===== src/rtl/sdiv_core.sv =====
module sdiv_core #(
  parameter int W = 32
) (
  input  logic         clk,
  input  logic         rst_n,
  input  logic         start,
  input  logic [W-1:0] dividend,
  input  logic [W-1:0] divisor,
  input  logic         rec,
  input  logic         so_in,
  output logic         busy,
  output logic         done,
  output logic [W-1:0] quot,
  output logic [3:0]   cond
);
  localparam int CW = (W > 2) ? $clog2(W) : 1;
  localparam logic [W-1:0] MINV = {1'b1, {(W-1){1'b0}}};
  localparam logic [CW-1:0] LAST = CW'(W - 1);

  logic [CW-1:0] cnt;
  logic [W-1:0]  rem, qsh, dmag;
  logic          neg, rec_r, so_r;

  wire accept  = start & ~busy;
  wire illegal = (divisor == '0) | ((dividend == MINV) & (divisor == '1));

  wire [W-1:0] amag = dividend[W-1] ? -dividend : dividend;
  wire [W-1:0] bmag = divisor[W-1]  ? -divisor  : divisor;

  wire [W:0]   sh    = {rem, qsh[W-1]};
  wire [W:0]   diff  = sh - {1'b0, dmag};
  wire         fit   = ~diff[W];
  wire [W-1:0] rem_n = fit ? diff[W-1:0] : sh[W-1:0];
  wire [W-1:0] q_n   = {qsh[W-2:0], fit};
  wire [W-1:0] res   = neg ? -q_n : q_n;

  function automatic logic [3:0] flags(input logic [W-1:0] v, input logic r, input logic s);
    return r ? {v[W-1], ~v[W-1] & (|v), ~(|v), s} : 4'b0000;
  endfunction

  always_ff @(posedge clk or negedge rst_n) begin
    if (!rst_n) begin
      busy  <= 1'b0;
      done  <= 1'b0;
      quot  <= '0;
      cond  <= '0;
      cnt   <= '0;
      rem   <= '0;
      qsh   <= '0;
      dmag  <= '0;
      neg   <= 1'b0;
      rec_r <= 1'b0;
      so_r  <= 1'b0;
    end else begin
      done <= 1'b0;
      if (accept) begin
        if (illegal) begin
          quot <= MINV;
          cond <= rec ? {3'b100, so_in} : 4'b0000;
          done <= 1'b1;
        end else begin
          busy  <= 1'b1;
          cnt   <= '0;
          rem   <= '0;
          qsh   <= amag;
          dmag  <= bmag;
          neg   <= dividend[W-1] ^ divisor[W-1];
          rec_r <= rec;
          so_r  <= so_in;
        end
      end else if (busy) begin
        rem <= rem_n;
        qsh <= q_n;
        cnt <= cnt + 1'b1;
        if (cnt == LAST) begin
          busy <= 1'b0;
          done <= 1'b1;
          quot <= res;
          cond <= flags(res, rec_r, so_r);
        end
      end
    end
  end
endmodule


===== config.mk =====
export PLATFORM = sky130hd
export DESIGN_NAME = sdiv_core
export DESIGN_NICKNAME = d
export VERILOG_FILES = /design/src/rtl/sdiv_core.sv
export SDC_FILE = /design/constraint.sdc
export NUM_CORES = 1
export LEC_CHECK = 0
export ABC_AREA = 1
export BUFFER_PORTS_ARGS = -buffer_cell sky130_fd_sc_hd__buf_2
export CAP_MARGIN = 40
export CORE_MARGIN = 5
export CORE_UTILIZATION = 65
export DETAILED_ROUTE_END_ITERATION = 8
export PLACE_DENSITY = 0.87
export SETUP_SLACK_MARGIN = 0.1
export SYNTH_ARGS = -nofsm -noshare
export SYNTH_HDL_FRONTEND = slang
export SYNTH_SLANG_ARGS = --single-unit
export TNS_END_PERCENT = 20

===== constraint.sdc =====
create_clock -name clk -period 6.4 [get_ports clk]
set_input_delay 0 -clock clk [delete_from_list [all_inputs] [get_ports clk]]
set_output_delay 0 -clock clk [all_outputs]
set_load 0.01 [all_outputs]

# After elaboration in Yosys (flattened, before gate mapping)
# Cells that the tools add are included.
[word_totals] reg_bits=142 in_bits=69 wordCells=69
[classes] addsub=5 eq_ne=5 n_mux=31 bitwise_logic=10 n_reduce_logical=7
[ops] op="$mux 32" n=14
[ops] op="$neg 32->32" n=3
[ops] op="$eq 32x32->1 const B" n=2
[ops] op="$sub 33x32->33" n=1
[ops] op="$logic_not 32->1" n=1
[ops] op="$reduce_or 32->1" n=1
[ops] op="$mux 4" n=6
[ops] op="$mux 5" n=3
[ops] op="$mux 1" n=8
[ops] op="$add 5x1->5 const B" n=1
[ops] op="$eq 5x5->1 const B" n=1
[ops] op="$not 1->1" n=5
[ops] op="$reduce_and 2->1" n=2
[ops] op="$reduce_bool 2->1" n=2
[ops] op="$and 1x1->1" n=3
[ops] op="$reduce_and 3->1" n=1
[ops] op="$ne 2x1->1 const B" n=1
[ops] op="$ne 2x2->1 const B" n=1
[ops] op="$or 1x1->1" n=1
[ops] op="$xor 1x1->1" n=1

# Logic depth before layout (Yosys ltp)
[logic_depth] ltp_word=10 depth_mapped=34 depth_no_buf=32

# Least setup slack after synthesis
# OpenSTA, ideal clock, no wires.
[synth_path] path_type="register -> register" from="reg qsh[31]" to="reg cond[2]" setup_time_ps=116 arrival_time_ps=3552 required_time_ps=6284 setup_slack_ps=2732 stages_incl_launch_ff=35 period_less_slack_ps=3668 cell_sequence="dfrtp_1 > inv_1 > ha_1 > fa_1 > inv_1 > nand2_1 > nand2_1 > nand3_1 > nand2_2 > nand2_1 > nand2_2 > nand2_2 > nand2_2 > nand2_2 > nand2_4 > buf_6 > buf_2 > ha_1 > nand3_2 > nor2_4 > nand3_1 > nand2_2 > nand2_1 > nand2_1 > nand2_1 > nor2_1 > nand2_2 > nor2_1 > nand3_1 > nor2_1 > nand4_1 > nor2_2 > nand2_1 > nand2_1 > nand2_1"
[synth_via] elab_chain_len=10 elab_cells_between_ends=11
[synth_lines] element="start, declared" line_no="21" rtl="logic [W-1:0] rem, qsh, dmag;"
[synth_lines] element="start signal, assigned" line_no="65" rtl="qsh <= amag;"
[synth_lines] element="start signal, assigned" line_no="73" rtl="qsh <= q_n;"
[synth_lines] element="$sub 33x32->33 (*)" line_no="31" rtl="wire [W:0] diff = sh - {1'b0, dmag};"
[synth_lines] element="$not 1->1 (*)" line_no="32" rtl="wire fit = ~diff[W];"
[synth_lines] element="$neg 32->32" line_no="35" rtl="wire [W-1:0] res = neg ? -q_n : q_n;"
[synth_lines] element="$mux 32 (*)" line_no="35"
[synth_lines] element="$reduce_or 32->1 / $not 1->1 (equally long branches)" line_no="38" rtl="return r ? {v[W-1], ~v[W-1] & (|v), ~(|v), s} : 4'b0000;"
[synth_lines] element="$and 1x1->1 (*)" line_no="38"
[synth_lines] element="$mux 4 (*)" line_no="38"
[synth_lines] element="$mux 4 (*)" line_no="75" rtl="if (cnt == LAST) begin"
[synth_lines] element="$mux 4 (*)" line_no="71" rtl="end else if (busy) begin"
[synth_lines] element="$mux 4 (*)" line_no="56" rtl="if (accept) begin"
[synth_lines] element="end signal, assigned" line_no="59" rtl="cond <= rec ? {3'b100, so_in} : 4'b0000;"
[synth_lines] element="end signal, assigned" line_no="79" rtl="cond <= flags(res, rec_r, so_r);"
[synth_lines] element="end, declared" line_no="14" rtl="output logic [3:0] cond"
# Mark *: on every way between the ends. The rest lies on a longest branch, timed or not. The select of a mux whose other input is x is not followed.
# A chain may end at the register's enable or synchronous reset.

# Worst setup path in the final report
# Same ends and word-level chain as after synthesis.

==> key figures <==
Run status
  – Status: finished with violations
  – Violated checks: design-rule violations

Global route
  – Largest net degree at the start of global routing: 58
  – Initial antenna violation count: 0
  – Total GRT Usage: 33.09%
  – First-pass GRT wire length: 48650 um
  – Grt ovf: 0
  – Vias in the first global route: 9771

Setup path
  – CP bufs+invs: 2
  – Worst setup EP type: register
  – Critical path arrival: 4.50 ns
  – Critical-path top delay cell: fa_1
  – Top delay family on crit path: simple AND/OR/NAND/NOR gates
  – Max FO, Critical Path: 34
  – Critical Path Most Common Cell: nand2_1
  – Crit-path max cell delay: 0.41 ns
  – CP Launch Type: register
  – Kind of critical path: register to register
  – Critical path required time: 6.72 ns

STA
  – Slew @ Worst Pin: 0.9232 ns
  – Fmax: 0.2396 GHz
  – Final min period: 4.174 ns
  – Post-Route Setup TNS: 0 ns
  – Final worst-path cycle share: 65.22%
  – Skew final: 0.008278 ns
  – Max-slew violation count: 0
  – Setup-failing EPs final: 0
  – Slew HR: 38.38%
  – Final Hold Fails: 0
  – RSZ-0062 raised after global routing: false

Die
  – Die Wd: 136.1 um
  – Core box area: 15710 um^2
  – FP Rows: 46
  – Die Footprint: 18510 um^2
  – Starting density of the core: 65.74%
  – DIE HEIGHT: 136.1 um
  – IO Count: 107

Synth
  – Unique masters post-synth: 55
  – Net count after synthesis: 1564
  – Most common cell in the synthesized netlist: nand2_1
  – Synth cell count leaders: nand2_1 (354), inv_1 (161), o21ai_0 (148)
  – Top_reg_cell synth: dfrtp_1
  – Warnings from Yosys: 0
  – Yosys reg bits: 142
  – Mapped Area: 10330 um^2
  – Post-synth top area share: 34.40%
  – Seq/Total Area, Yosys: 34.40%
  – Post-synth EDFFs: 0
  – Top cell type by total area after synthesis: dfrtp_1
  – Synth Area per Inst: 7.095 um^2
  – Synth area leaders: dfrtp_1 (34%), nand2_1 (13%), o21ai_0 (7.2%), inv_1 (5.9%), nor2_1 (5.2%)
  – Synthesized instance count: 1456
  – Asr flop ratio synth: 100.0%

Drt
  – Via count: 10560
  – Drc violations: 16
  – Pre-antenna DRT Iters: 9
  – WL per Instance: 16.47 um
  – DRT iter0 DRCs: 1065
  – Post-route ant nets: 0
  – Final WL: 29730 um
  – Via/cell ratio: 5.851

Pwr
  – Peak VDD IR: 266.1 uV
  – Leakage power total: 5.773 nW
  – Power per cell area: 571.0 nW/um^2

Placed design
  – Post-Place Cells: 1736
  – DP HPWL: 21410 um
  – Port Buffers: 106
  – GPL Wtd Cong: 0.9818

Run
  – MaxCap Viol Count: 0

Final layout
  – Fill cell count: 1186
  – Util after Layout: 76.19%
  – Layout Nets: 1684
  – Layout cells sized above 1: 12.40%
  – Antenna cells: 0
  – Area delta synth->final: 15.89%
  – Post-route non-filler standard cell count: 1805

Clock network
  – CTS sink cnt: 142
  – Worst-Skew Late Latency: 0.43 ns
  – Root buf cell: clkbuf_16
  – CTS Buf Count: 17
  – H-tree levels: 4
  – Clk pin slew, worst setup/hold paths: 0.07 ns
  – CTS tree: done
  – CTS Hold Bufs: 37
  – Resized cells post-CTS: 0
  – Setup repair bufs after CTS: 0
  – Deepest clock path buffer count: 2

Hold path
  – Hold Crit Class: primary input to register
[flip-flops by register name (all words and copies together) (netlist names)]
signal  cells
qsh        32
cond        4
done        1
busy        1
so_r        1
rem        32
rec_r       1
neg         1
quot       32
dmag       32
cnt         5
[routing by layer]
layer / part of all wire [%] / up-vias / global-route usage, % / wire length [um]
li1: - / 5070 / - / -
met1: 44 / 4929 / 48.59 / 13080
met2: 42 / 504 / 46.59 / 12560
met3: 11 / 58 / 10.18 / 3343
met4: 2.5 / 0 / 10.81 / 743
met5: 0 / - / 0 / 0
[tightest hold or removal path, stage by stage]
cell      delay (ns)
buf_2           0.11
xnor2_1         0.08
nand2_1         0.07
o211ai_1        0.08
o21ai_0         0.07
[cells in the final DEF (no fill, tap or decap), types with 5 or more instances in the layout]
cell type / count
a21oi_1: 49
a22o_1: 19
a31oi_1: 5
a32o_1: 6
buf_2: 105
buf_4: 6
clkbuf_16: 17
clkinvlp_4: 5
dfrtp_1: 142
dlygate4sd3_1: 37
ha_1: 38
inv_1: 161
inv_6: 5
nand2_1: 354
nand2_2: 13
nand3_1: 82
nand4_1: 23
nor2_1: 141
nor2_2: 6
nor3_1: 22
nor4_1: 9
o211ai_1: 33
o21ai_0: 148
o21ai_1: 9
or2_2: 8
xnor2_1: 26
xor2_1: 51
[through the flow]
step / setup WS (ns) / cell area [um^2] / hold WS, ns / total power [mW]
2_1_floorplan: 2.732 / 10330 / -0.2956 / 4.687
3_3_place_gp: 2.456 / 10960 / -0.008649 / 5.561
3_5_place_dp: 2.328 / 11020 / -0.007719 / 5.700
4_1_cts: 2.250 / 11970 / 0.008314 / 6.759
5_1_grt: 1.815 / 11970 / 0.05109 / 7.457
6_report: 2.226 / 11970 / 0.01226 / 6.836
[power breakdown]
part | switching [mW] | internal, mW
sequential | 0.365 | 1.37
combinational | 2.62 | 1.52
clock | 0.422 | 0.546
[cells by family after synthesis]
family	Yosys count	synth area share, %
xor+xnor	77	6.529
simple gates	679	28.48
fa+ha+maj	39	4.797
buf+inv	216	8.176
flops	142	34.40
compound gates	303	17.62
[layout make-up]
type / count / area [um^2] / share of cell area (%)
inverter: 165 / 619.3 / 5.173
clock inverter: 15 / 151.4 / 1.265
clock buffer: 17 / 425.4 / 3.554
multi-input combinational: 1098 / 5937 / 49.59
sequential: 142 / 3553 / 29.68
tap: 216 / 270.3 / 2.258
timing repair buffer: 152 / 1015 / 8.476
[path summary, 6_finish.rpt]
path	from	to	slack, ns	depth (start not counted)
max	qsh[31]	cond[2]	2.23	32
max in group asynchronous	rst_n	so_r	5.17	4
max reg2reg	qsh[31]	cond[2]	2.23	32
min in group asynchronous	rst_n	dmag[13]	0.09	2
min reg2reg	quot[25]	quot[25]	0.48	2
min	dividend[4]	qsh[4]	0.01	5
Power figures use the tool's default switching activity.
